## src/rtl/sysreg_pkg.sv

```systemverilog
package sysreg_pkg;

    localparam int IDX_W = 6;

    localparam logic [IDX_W-1:0] IX_CTL0  = 6'd0;
    localparam logic [IDX_W-1:0] IX_CTL2  = 6'd2;
    localparam logic [IDX_W-1:0] IX_CTL3  = 6'd3;
    localparam logic [IDX_W-1:0] IX_CTL4  = 6'd4;
    localparam logic [IDX_W-1:0] IX_CTL8  = 6'd8;
    localparam logic [IDX_W-1:0] IX_FEAT  = 6'd16;
    localparam logic [IDX_W-1:0] IX_CSA   = 6'd17;
    localparam logic [IDX_W-1:0] IX_SSA   = 6'd18;
    localparam logic [IDX_W-1:0] IX_FLG   = 6'd19;
    localparam logic [IDX_W-1:0] IX_TSC   = 6'd20;
    localparam logic [IDX_W-1:0] IX_FSW   = 6'd21;
    localparam logic [IDX_W-1:0] IX_FTOP  = 6'd22;
    localparam logic [IDX_W-1:0] IX_DBG0  = 6'd23;
    localparam logic [IDX_W-1:0] IX_DBG1  = 6'd24;
    localparam logic [IDX_W-1:0] IX_DBG2  = 6'd25;
    localparam logic [IDX_W-1:0] IX_DBG3  = 6'd26;
    localparam logic [IDX_W-1:0] IX_DBG4  = 6'd27;
    localparam logic [IDX_W-1:0] IX_DBG5  = 6'd28;
    localparam logic [IDX_W-1:0] IX_DBG6  = 6'd29;
    localparam logic [IDX_W-1:0] IX_DBG7  = 6'd30;
    localparam logic [IDX_W-1:0] IX_MODE  = 6'd31;
    localparam logic [2:0]       GRP_BASE = 3'b100;
    localparam logic [2:0]       GRP_EFF  = 3'b101;

    localparam int NSEG = 6;
    localparam int NLEG = 4;

    // bit positions
    localparam int C0_PE  = 0;
    localparam int C0_ET  = 4;
    localparam int C0_PG  = 31;
    localparam int FT_LME = 8;
    localparam int FT_LMA = 10;
    localparam int CA_L   = 0;
    localparam int CA_D   = 1;
    localparam int CA_DPL = 2;
    localparam int FL_VM  = 17;
    localparam int FSW_TOP_LO = 11;

    localparam logic [63:0] C4_FLUSH_MASK = 64'h0000_0000_0000_00B0;
    localparam logic [63:0] DST_WMASK     = 64'h0000_0000_0000_E00F;
    localparam logic [63:0] DCT_WMASK     = 64'h0000_0000_FFFF_20FF;
    localparam logic [63:0] DST_RESET     = 64'h0000_0000_FFFF_0FF0;
    localparam logic [63:0] DCT_RESET     = 64'h0000_0000_0000_0400;

    localparam logic [2:0] SUB_REAL   = 3'd0;
    localparam logic [2:0] SUB_PROT   = 3'd1;
    localparam logic [2:0] SUB_V86    = 3'd2;
    localparam logic [2:0] SUB_COMPAT = 3'd3;
    localparam logic [2:0] SUB_B64    = 3'd4;

    localparam logic [1:0] SZ16 = 2'd1;
    localparam logic [1:0] SZ32 = 2'd2;
    localparam logic [1:0] SZ64 = 2'd3;

    typedef struct packed {
        logic [1:0] stack;
        logic [1:0] alt_addr;
        logic [1:0] def_addr;
        logic [1:0] alt_op;
        logic [1:0] def_op;
        logic       prot;
        logic       paging;
        logic [1:0] cpl;
        logic [2:0] submode;
        logic       is_long;
    } mode_t;

    localparam int MODE_W = $bits(mode_t);

    typedef struct packed {
        logic lma;
        logic pe;
        logic pg;
        logic vm;
        logic cs_l;
        logic cs_d;
        logic ss_d;
        logic [1:0] dpl;
    } mode_src_t;

    function automatic logic is_reserved(input logic [IDX_W-1:0] ix);
        logic r;
        r = 1'b0;
        if (ix < 6'd16) begin
            r = (ix == 6'd1) || ((ix >= 6'd5) && (ix <= 6'd7)) || (ix >= 6'd9);
        end
        return r;
    endfunction

endpackage

```

## src/rtl/sysreg_mode_calc.sv

```systemverilog
module sysreg_mode_calc
    import sysreg_pkg::*;
(
    input  mode_src_t src,
    output mode_t     mode
);
    logic b64;

    always_comb begin
        mode = '0;
        mode.is_long = src.lma;
        if (src.lma) begin
            mode.submode = src.cs_l ? SUB_B64 : SUB_COMPAT;
        end else if (src.pe) begin
            mode.submode = src.vm ? SUB_V86 : SUB_PROT;
        end else begin
            mode.submode = SUB_REAL;
        end
        b64         = src.lma && src.cs_l;
        mode.cpl    = src.dpl;
        mode.paging = src.pg;
        mode.prot   = src.pe;

        if (b64 || src.cs_d) begin
            mode.def_op = SZ32;
            mode.alt_op = SZ16;
        end else begin
            mode.def_op = SZ16;
            mode.alt_op = SZ32;
        end

        if (b64) begin
            mode.def_addr = SZ64;
            mode.alt_addr = SZ32;
        end else if (src.cs_d) begin
            mode.def_addr = SZ32;
            mode.alt_addr = SZ16;
        end else begin
            mode.def_addr = SZ16;
            mode.alt_addr = SZ32;
        end

        if (b64)           mode.stack = SZ64;
        else if (src.ss_d) mode.stack = SZ32;
        else               mode.stack = SZ16;
    end
endmodule

```

## src/rtl/sysreg_tsc.sv

```systemverilog
module sysreg_tsc #(
    parameter int DW = 64
) (
    input  logic          clk,
    input  logic          rst,
    input  logic          wr_en,
    input  logic [DW-1:0] wdata,
    output logic [DW-1:0] value
);
    logic [DW-1:0] cyc_q;
    logic [DW-1:0] off_q;

    always_ff @(posedge clk) begin
        if (rst) begin
            cyc_q <= '0;
            off_q <= '0;
        end else begin
            cyc_q <= cyc_q + DW'(1);
            if (wr_en) off_q <= wdata - cyc_q;
        end
    end

    assign value = off_q + cyc_q;

    // one cycle after a write the count reads the written value plus one
    a_r10_tsc_offset: assert property (@(posedge clk) disable iff (rst)
        wr_en |=> (value == $past(wdata) + DW'(1)));
endmodule

```

## src/rtl/sysreg_seg_bank.sv

```systemverilog
module sysreg_seg_bank
    import sysreg_pkg::*;
#(
    parameter int DW    = 64,
    parameter int NS    = NSEG,
    parameter int NL    = NLEG
) (
    input  logic                   clk,
    input  logic                   rst,
    input  logic                   wr_base,
    input  logic                   wr_eff,
    input  logic [2:0]             sel,
    input  logic [DW-1:0]          wdata,
    input  logic                   in_b64,
    input  logic                   l_rise,
    input  logic                   l_fall,
    output logic [NS-1:0][DW-1:0]  base_o,
    output logic [NS-1:0][DW-1:0]  eff_o
);
    for (genvar s = 0; s < NS; s++) begin : g_seg
        localparam bit LEGACY = (s < NL);
        logic hit;
        assign hit = (sel == 3'(s));

        always_ff @(posedge clk) begin
            if (rst) begin
                base_o[s] <= '0;
            end else if (wr_base && hit) begin
                base_o[s] <= wdata;
            end
        end

        always_ff @(posedge clk) begin
            if (rst) begin
                eff_o[s] <= '0;
            end else if (LEGACY && l_rise) begin
                eff_o[s] <= '0;
            end else if (LEGACY && l_fall) begin
                eff_o[s] <= base_o[s];
            end else if (wr_base && hit && (!LEGACY || !in_b64)) begin
                eff_o[s] <= wdata;
            end else if (wr_eff && hit) begin
                eff_o[s] <= wdata;
            end
        end

        if (LEGACY) begin : g_leg_chk
            // entering the long code segment clears the legacy effective bases
            a_r8_rise_clears: assert property (@(posedge clk) disable iff (rst)
                l_rise |=> (eff_o[s] == '0));
            // a legacy base written in 64-bit mode leaves its effective base alone
            a_r9_b64_hold: assert property (@(posedge clk) disable iff (rst)
                (wr_base && hit && in_b64 && !l_rise && !l_fall) |=> $stable(eff_o[s]));
        end
    end
endmodule

```

## src/rtl/sysreg_file.sv

```systemverilog
module sysreg_file
    import sysreg_pkg::*;
#(
    parameter int DW = 64
) (
    input  logic              clk,
    input  logic              rst,
    input  logic              rd_en,
    input  logic [IDX_W-1:0]  rd_idx,
    output logic [DW-1:0]     rd_data,
    input  logic              wr_en,
    input  logic [IDX_W-1:0]  wr_idx,
    input  logic [DW-1:0]     wr_data,
    output logic [MODE_W-1:0] mode_word,
    output logic              itlb_flush_all,
    output logic              dtlb_flush_all,
    output logic              itlb_flush_ng,
    output logic              dtlb_flush_ng,
    output logic              acc_err
);
    localparam logic [DW-1:0] ET_BIT = DW'(1) << C0_ET;

    logic [DW-1:0] ctl0_q, ctl2_q, ctl3_q, ctl4_q, ctl8_q;
    logic [DW-1:0] feat_q, csa_q, ssa_q, flg_q, fsw_q;
    logic [DW-1:0] dbg_q [4];
    logic [DW-1:0] dst_q, dct_q;
    logic [2:0]    top_q;
    mode_t         mode_q;
    logic          fa_q, ng_q, err_q;

    logic          wok;
    logic          w_ctl0, w_ctl3, w_ctl4, w_feat, w_csa, w_ssa, w_mode;
    logic          pg_tog, c4_tog, recompute;
    logic [DW-1:0] ctl0_nx, feat_nx, csa_nx, ssa_nx;
    mode_src_t     msrc;
    mode_t         mode_calc;
    logic          l_rise, l_fall, in_b64;
    logic [DW-1:0] tsc_val;
    logic [NSEG-1:0][DW-1:0] base_v, eff_v;

    assign wok    = wr_en && !is_reserved(wr_idx);
    assign w_ctl0 = wok && (wr_idx == IX_CTL0);
    assign w_ctl3 = wok && (wr_idx == IX_CTL3);
    assign w_ctl4 = wok && (wr_idx == IX_CTL4);
    assign w_feat = wok && (wr_idx == IX_FEAT);
    assign w_csa  = wok && (wr_idx == IX_CSA);
    assign w_ssa  = wok && (wr_idx == IX_SSA);
    assign w_mode = wok && (wr_idx == IX_MODE);

    assign pg_tog    = w_ctl0 && (wr_data[C0_PG] != ctl0_q[C0_PG]);
    assign c4_tog    = w_ctl4 && (|((wr_data ^ ctl4_q) & C4_FLUSH_MASK[DW-1:0]));
    assign recompute = w_ctl0 || w_csa || w_ssa || w_mode;

    // next values feed the mode derivation so it sees the write in flight
    always_comb begin
        ctl0_nx = w_ctl0 ? (wr_data | ET_BIT) : ctl0_q;
        csa_nx  = w_csa  ? wr_data : csa_q;
        ssa_nx  = w_ssa  ? wr_data : ssa_q;
        feat_nx = feat_q;
        if (w_feat) begin
            feat_nx = wr_data;
        end else if (pg_tog && feat_q[FT_LME]) begin
            feat_nx[FT_LMA] = wr_data[C0_PG];
        end
    end

    always_comb begin
        msrc.lma  = feat_nx[FT_LMA];
        msrc.pe   = ctl0_nx[C0_PE];
        msrc.pg   = ctl0_nx[C0_PG];
        msrc.vm   = flg_q[FL_VM];
        msrc.cs_l = csa_nx[CA_L];
        msrc.cs_d = csa_nx[CA_D];
        msrc.ss_d = ssa_nx[CA_D];
        msrc.dpl  = csa_nx[CA_DPL +: 2];
    end

    sysreg_mode_calc u_mode (
        .src  (msrc),
        .mode (mode_calc)
    );

    sysreg_tsc #(.DW(DW)) u_tsc (
        .clk   (clk),
        .rst   (rst),
        .wr_en (wok && (wr_idx == IX_TSC)),
        .wdata (wr_data),
        .value (tsc_val)
    );

    assign l_rise = w_csa && wr_data[CA_L] && !csa_q[CA_L];
    assign l_fall = w_csa && !wr_data[CA_L] && csa_q[CA_L];
    assign in_b64 = feat_q[FT_LMA] && csa_q[CA_L];

    sysreg_seg_bank #(.DW(DW), .NS(NSEG), .NL(NLEG)) u_seg (
        .clk     (clk),
        .rst     (rst),
        .wr_base (wok && (wr_idx[5:3] == GRP_BASE)),
        .wr_eff  (wok && (wr_idx[5:3] == GRP_EFF)),
        .sel     (wr_idx[2:0]),
        .wdata   (wr_data),
        .in_b64  (in_b64),
        .l_rise  (l_rise),
        .l_fall  (l_fall),
        .base_o  (base_v),
        .eff_o   (eff_v)
    );

    // control, feature, attribute and status state
    always_ff @(posedge clk) begin
        if (rst) begin
            ctl0_q <= '0;
            ctl2_q <= '0;
            ctl3_q <= '0;
            ctl4_q <= '0;
            ctl8_q <= '0;
            feat_q <= '0;
            csa_q  <= '0;
            ssa_q  <= '0;
            flg_q  <= '0;
            fsw_q  <= '0;
            top_q  <= '0;
            mode_q <= '0;
        end else begin
            ctl0_q <= ctl0_nx;
            feat_q <= feat_nx;
            csa_q  <= csa_nx;
            ssa_q  <= ssa_nx;
            if (wok && (wr_idx == IX_CTL2)) ctl2_q <= wr_data;
            if (w_ctl3)                     ctl3_q <= wr_data;
            if (w_ctl4)                     ctl4_q <= wr_data;
            if (wok && (wr_idx == IX_CTL8)) ctl8_q <= wr_data;
            if (wok && (wr_idx == IX_FLG))  flg_q  <= wr_data;
            if (wok && (wr_idx == IX_FSW))  fsw_q  <= wr_data;
            if (wok && (wr_idx == IX_FTOP)) top_q  <= wr_data[2:0];
            if (recompute)                  mode_q <= mode_calc;
        end
    end

    // debug words; 4 and 5 fold onto status and control
    always_ff @(posedge clk) begin
        if (rst) begin
            for (int k = 0; k < 4; k++) dbg_q[k] <= '0;
            dst_q <= DST_RESET[DW-1:0];
            dct_q <= DCT_RESET[DW-1:0];
        end else if (wok) begin
            for (int k = 0; k < 4; k++) begin
                if (wr_idx == IX_DBG0 + 6'(k)) dbg_q[k] <= wr_data;
            end
            if ((wr_idx == IX_DBG4) || (wr_idx == IX_DBG6)) begin
                dst_q <= (dst_q & ~DST_WMASK[DW-1:0]) | (wr_data & DST_WMASK[DW-1:0]);
            end
            if ((wr_idx == IX_DBG5) || (wr_idx == IX_DBG7)) begin
                dct_q <= (dct_q & ~DCT_WMASK[DW-1:0]) | (wr_data & DCT_WMASK[DW-1:0]);
            end
        end
    end

    // strobes and error, one cycle after the access
    always_ff @(posedge clk) begin
        if (rst) begin
            fa_q  <= 1'b0;
            ng_q  <= 1'b0;
            err_q <= 1'b0;
        end else begin
            fa_q  <= pg_tog || c4_tog;
            ng_q  <= w_ctl3;
            err_q <= (rd_en && is_reserved(rd_idx)) || (wr_en && is_reserved(wr_idx));
        end
    end

    assign itlb_flush_all = fa_q;
    assign dtlb_flush_all = fa_q;
    assign itlb_flush_ng  = ng_q;
    assign dtlb_flush_ng  = ng_q;
    assign acc_err        = err_q;
    assign mode_word      = mode_q;

    // read mux from current state only
    always_comb begin
        rd_data = '0;
        case (rd_idx)
            IX_CTL0: rd_data = ctl0_q;
            IX_CTL2: rd_data = ctl2_q;
            IX_CTL3: rd_data = ctl3_q;
            IX_CTL4: rd_data = ctl4_q;
            IX_CTL8: rd_data = ctl8_q;
            IX_FEAT: rd_data = feat_q;
            IX_CSA:  rd_data = csa_q;
            IX_SSA:  rd_data = ssa_q;
            IX_FLG:  rd_data = flg_q;
            IX_TSC:  rd_data = tsc_val;
            IX_FSW: begin
                rd_data = fsw_q;
                rd_data[FSW_TOP_LO +: 3] = top_q;
            end
            IX_FTOP: rd_data = DW'(top_q);
            IX_DBG0: rd_data = dbg_q[0];
            IX_DBG1: rd_data = dbg_q[1];
            IX_DBG2: rd_data = dbg_q[2];
            IX_DBG3: rd_data = dbg_q[3];
            IX_DBG4, IX_DBG6: rd_data = dst_q;
            IX_DBG5, IX_DBG7: rd_data = dct_q;
            IX_MODE: rd_data = DW'(mode_q);
            default: begin
                if (rd_idx[2:0] < 3'(NSEG)) begin
                    if (rd_idx[5:3] == GRP_BASE) rd_data = base_v[rd_idx[2:0]];
                    else if (rd_idx[5:3] == GRP_EFF) rd_data = eff_v[rd_idx[2:0]];
                end
            end
        endcase
    end

    // control word 0 always carries bit 4 after a write
    a_r2_et_forced: assert property (@(posedge clk) disable iff (rst)
        (wr_en && (wr_idx == IX_CTL0)) |=> ctl0_q[C0_ET]);
    // a full flush only follows a control word 0 or 4 write
    a_r3_flush_src: assert property (@(posedge clk) disable iff (rst)
        itlb_flush_all |-> $past(wr_en && ((wr_idx == IX_CTL0) || (wr_idx == IX_CTL4))));
    // a non-global flush only follows a control word 3 write
    a_r4_ng_src: assert property (@(posedge clk) disable iff (rst)
        itlb_flush_ng |-> $past(wr_en && (wr_idx == IX_CTL3)));
    // after a recompute the protection bit tracks control word 0
    a_r7_prot_track: assert property (@(posedge clk) disable iff (rst)
        recompute |=> (mode_word[7] == ctl0_q[C0_PE]));
    // bits outside the status write mask keep their reset pattern
    a_r12_dst_fixed: assert property (@(posedge clk) disable iff (rst)
        ((dst_q | DST_WMASK[DW-1:0]) == (DST_RESET[DW-1:0] | DST_WMASK[DW-1:0])));
    // a reserved write leaves state alone and raises no flush
    a_r13_reserved_quiet: assert property (@(posedge clk) disable iff (rst)
        (wr_en && is_reserved(wr_idx)) |=> ($stable(ctl0_q) && $stable(mode_word) && !itlb_flush_all && !itlb_flush_ng && acc_err));
    // the error pulse has a cause in the cycle before
    a_r13_err_cause: assert property (@(posedge clk) disable iff (rst)
        acc_err |-> $past(rd_en || wr_en));
endmodule

```

## config.mk

```make
export PLATFORM = sky130hd
export DESIGN_NAME = sysreg_file
export DESIGN_NICKNAME = d
export VERILOG_FILES = /design/src/rtl/sysreg_pkg.sv /design/src/rtl/sysreg_mode_calc.sv /design/src/rtl/sysreg_tsc.sv /design/src/rtl/sysreg_seg_bank.sv /design/src/rtl/sysreg_file.sv
export SDC_FILE = /design/constraint.sdc
export NUM_CORES = 2
export LEC_CHECK = 0
export ABC_AREA = 1
export BUFFER_PORTS_ARGS = -buffer_cell sky130_fd_sc_hd__clkbuf_2
export CAP_MARGIN = 20
export CORE_ASPECT_RATIO = 1.1
export CORE_MARGIN = 10
export CORE_UTILIZATION = 40
export CTS_CLUSTER_SIZE = 20
export DETAILED_ROUTE_END_ITERATION = 8
export PLACE_DENSITY = 0.63
export REMOVE_ABC_BUFFERS = 1
export SLEW_MARGIN = 20
export SYNTH_ARGS = -nofsm -noshare
export SYNTH_HDL_FRONTEND = slang
export SYNTH_HIERARCHICAL = 1
export SYNTH_SLANG_ARGS = --single-unit
```

## constraint.sdc

```tcl
create_clock -name clk -period 8.7 [get_ports clk]
set_input_delay 0.87 -clock clk [delete_from_list [all_inputs] [get_ports clk]]
set_output_delay 0.87 -clock clk [all_outputs]
set_load 0.005 [all_outputs]
```

==> impl_metrics.ini <==
[global_routing]
globalRouteOverflowTotal = 0
grt_pass1_vias = 85400
grt_antenna_before_repair = 35
track_usage_pct = 32.0
grt_pass1_wl_mm = 606
grt_max_degree = 188

[power_and_ir_drop]
combPwrFrac_pct = 7.6
clock_power_share_pct = 45.9
finalPower_mw = 18.9
internal-power_mw = 13.9
p_leak_nw = 41.3
seqPwrFrac_pct = 46.5
peakVddDrop_v = 0.000154
switching_share_pct = 26.4
powerDensity_nw_per_um2 = 184
p_switching_mw = 5.00

[logic_synthesis]
ys_types = 58
synth_area_um2 = 93600
synth_edf_count = 256
ys_async_sr_fraction_pct = 0
synthCells = 13600
ys_seq_area_share_pct = 42.2
synth_warnings = 6
synth_ff_type = dfxtp_1
ys_ff_latch = 1845
avgSynthCellArea_um2 = 6.89

[sta]
finalSetupTns_ns = 0
hold_viol = 0
setup_viol = 0
worst_pin_slew_ns = 1.26
maxSlewHeadroom_pct = 16.3
rsz0062_at_grt = no
finalClockSkew_ns = 0.0687
max_freq_mhz = 165
fin_crit_sh_pct = 69.9
drv_slew = 0
holdWs_ns = 0.242
min_period_ns = 6.08

[final_layout]
final_layout_size_suffix_gt1_share_pct = 6.56
layout_commonest_cell = nand2_1
fin_util_pct = 44.1
synthToLayoutAreaGrowth_pct = 9.94
nets = 13400
final_cell_mix = nand2_1 (3031), nor2_1 (1761), dfxtp_1 (1589)
postLayoutCellArea_um2 = 103000

[worst_setup_path]
cp_max_fo = 9
cp_slowest_cell = dfxtp_1
critPathTopFamily = simple AND/OR/NAND/NOR gates
crit_chain = ha_1, fa_1, nand3_1, nand2_1, nand2_1, nand2_1, a21oi_2, o21ai_1, nand2_1, nand3_1, nand2_1, a22oi_1, nand4_1, nor2_1, nand2_1, clkbuf_2
end_kind = output pin
required_ns = 7.83
critPathArrivalTime_ns = 5.21
cp_common_cell = nand2_1
path_buf_inv = 1
crit_type = reg2out
setup.worst_path.start_class = flip-flop
crit_path_max_incr_delay_ns = 0.70

[detailed_routing]
drcViolationCount = 0
wl_mm = 427
drt_iter0_drc = 12800
avgViaCountPerCell = 5.75
first_pass_iters = 9
final_antenna_net_count = 0
vias = 94800
wl_per_cell_um = 25.9

[clock_network]
clockBufferDepth = 3
root_buffer = clkbuf_16
hold_buffers = 0
clkTransAtPathRegs_ns = 0.06
cts_resized = 0
cts_sinks = 1845
cts_setup_buffers = 0
cts_tree = built
htreeDepth = 4
worstSkewPairLatency_ns = 0.92
cts_buffers = 192

[placement]
placed_area_um2 = 96300
gp_congestion = 1.04
port_buffers = 166
place_hpwl_mm = 278

[outcome]
status = finished, final reports clean

[floorplan]
core_um2 = 233000
die-area_um2 = 254000
die_w_um = 481
die_h_um = 527
num_rows = 186
start_util_pct = 40.2
io_pins = 167

[worst_hold_path]
min_path_type = in2reg

[flow_run]
drv_cap = 0
synth_stat cells, types with 63 or more instances:
cell / instances / area (um^2)
nand2_1: 3043 / 11400
nor2_1: 1770 / 6640
dfxtp_1: 1589 / 31800
inv_1: 1468 / 5510
a21oi_1: 1314 / 6580
o21ai_0: 1136 / 5690
clkbuf_1: 537 / 2020
nand3_1: 472 / 2360
nand4_1: 379 / 2370
buf_2: 273 / 1370
edfxtp_1: 256 / 7690
a211oi_1: 179 / 1340
o22ai_1: 161 / 1010
ha_1: 127 / 1590
o21ai_1: 94 / 470
nor3_1: 89 / 445
a22oi_1: 74 / 556
buf_1: 73 / 274
a211oi_2: 69 / 863
xor2_1: 63 / 552
power by group through the flow:
stage / combinational [mW] / sequential, mW / clock (mW)
after floorplan: 0.664 / 8.97 / 0
after global placement: 1.38 / 8.98 / 0
after detailed placement: 1.38 / 8.98 / 0
after CTS: 1.38 / 8.80 / 8.71
after global routing: 1.50 / 8.80 / 9.04
final: 1.43 / 8.80 / 8.69
registers in the layout (all words and copies together), names as in the netlist, 3 cells and up:
name	count
ctl8_q	64
ctl4_q	64
ctl3_q	64
ssa_q	64
csa_q	64
fsw_q	61
u_tsc/off_q	64
dst_q	7
ctl0_q	64
dct_q	25
dbg_q	256
flg_q	64
feat_q	64
top_q	3
u_seg/base_o	384
ctl2_q	64
u_seg/eff_o	384
u_tsc/cyc_q	64
mode_word	18
routing by layer:
metal | wire length, um | vias up | part of all wire (%) | GRT usage (%)
li1 | - | 43700 | - | -
met1 | 168000 | 44000 | 39 | 41.8
met2 | 177000 | 5795 | 41 | 47.0
met3 | 50800 | 1354 | 12 | 8.15
met4 | 31300 | 26 | 7.3 | 20.0
met5 | 168 | - | 0.039 | 0
through the flow:
stage                     cells  setup slack [ns]
after detailed placement  16100              2.87
after global placement    16100              2.93
final                     16500              2.62
after floorplan           12700             -9.10
after CTS                 16500              2.74
after global routing      16500              2.60
cells by family (layout without fill, tap and decap cells):
| family | Yosys count | count (layout) | share of synthesized area [%] |
|---|---|---|---|
| simple gates | 5877 | 5877 | 25.9 |
| compound gates | 3174 | 3174 | 18.9 |
| other cells | 0 | 23 | 0 |
| buf+inv | 2476 | 2259 | 10.5 |
| flops | 1845 | 1845 | 42.2 |
| fa+ha+maj | 129 | 129 | 1.74 |
| xor+xnor | 81 | 81 | 0.758 |
final timing paths:
kind | from | endpoint | slack [ns] | cells after the start
max reg2reg | csa_q[0]$_SDFF_PP0_ | u_seg/eff_o[74]$_SDFFE_PP0P_ | 4.67 | 10
min | wr_en | acc_err$_SDFF_PP0_ | 0.24 | 3
min reg2reg | ctl8_q[5]$_SDFFE_PP0P_ | ctl8_q[5]$_SDFFE_PP0P_ | 0.44 | 2
max | u_tsc/cyc_q[0]$_SDFF_PP0_ | rd_data[58] | 2.62 | 16
cell type report:
| cell class | instances | area (um^2) |
|---|---|---|
| fill | 24300 | 130000 |
| multi-input combinational | 9261 | 44800 |
| sequential | 1845 | 39500 |
| inverter | 1550 | 5860 |
| clock buffer | 285 | 5520 |
| tap | 3102 | 3880 |
| timing repair buffer | 345 | 2320 |
| clock inverter | 79 | 1030 |
| antenna | 23 | 57.6 |
worst reg2reg max path, delay by kind of cell, from the launching register on:
| kind | cells | cell delay (ns) |
|---|---|---|
| flip-flops | 1 | 0.32 |
| AND/OR/NAND/NOR | 5 | 1.32 |
| buffers and inverters | 5 | 2.28 |
(Power assumes the default switching activity.)
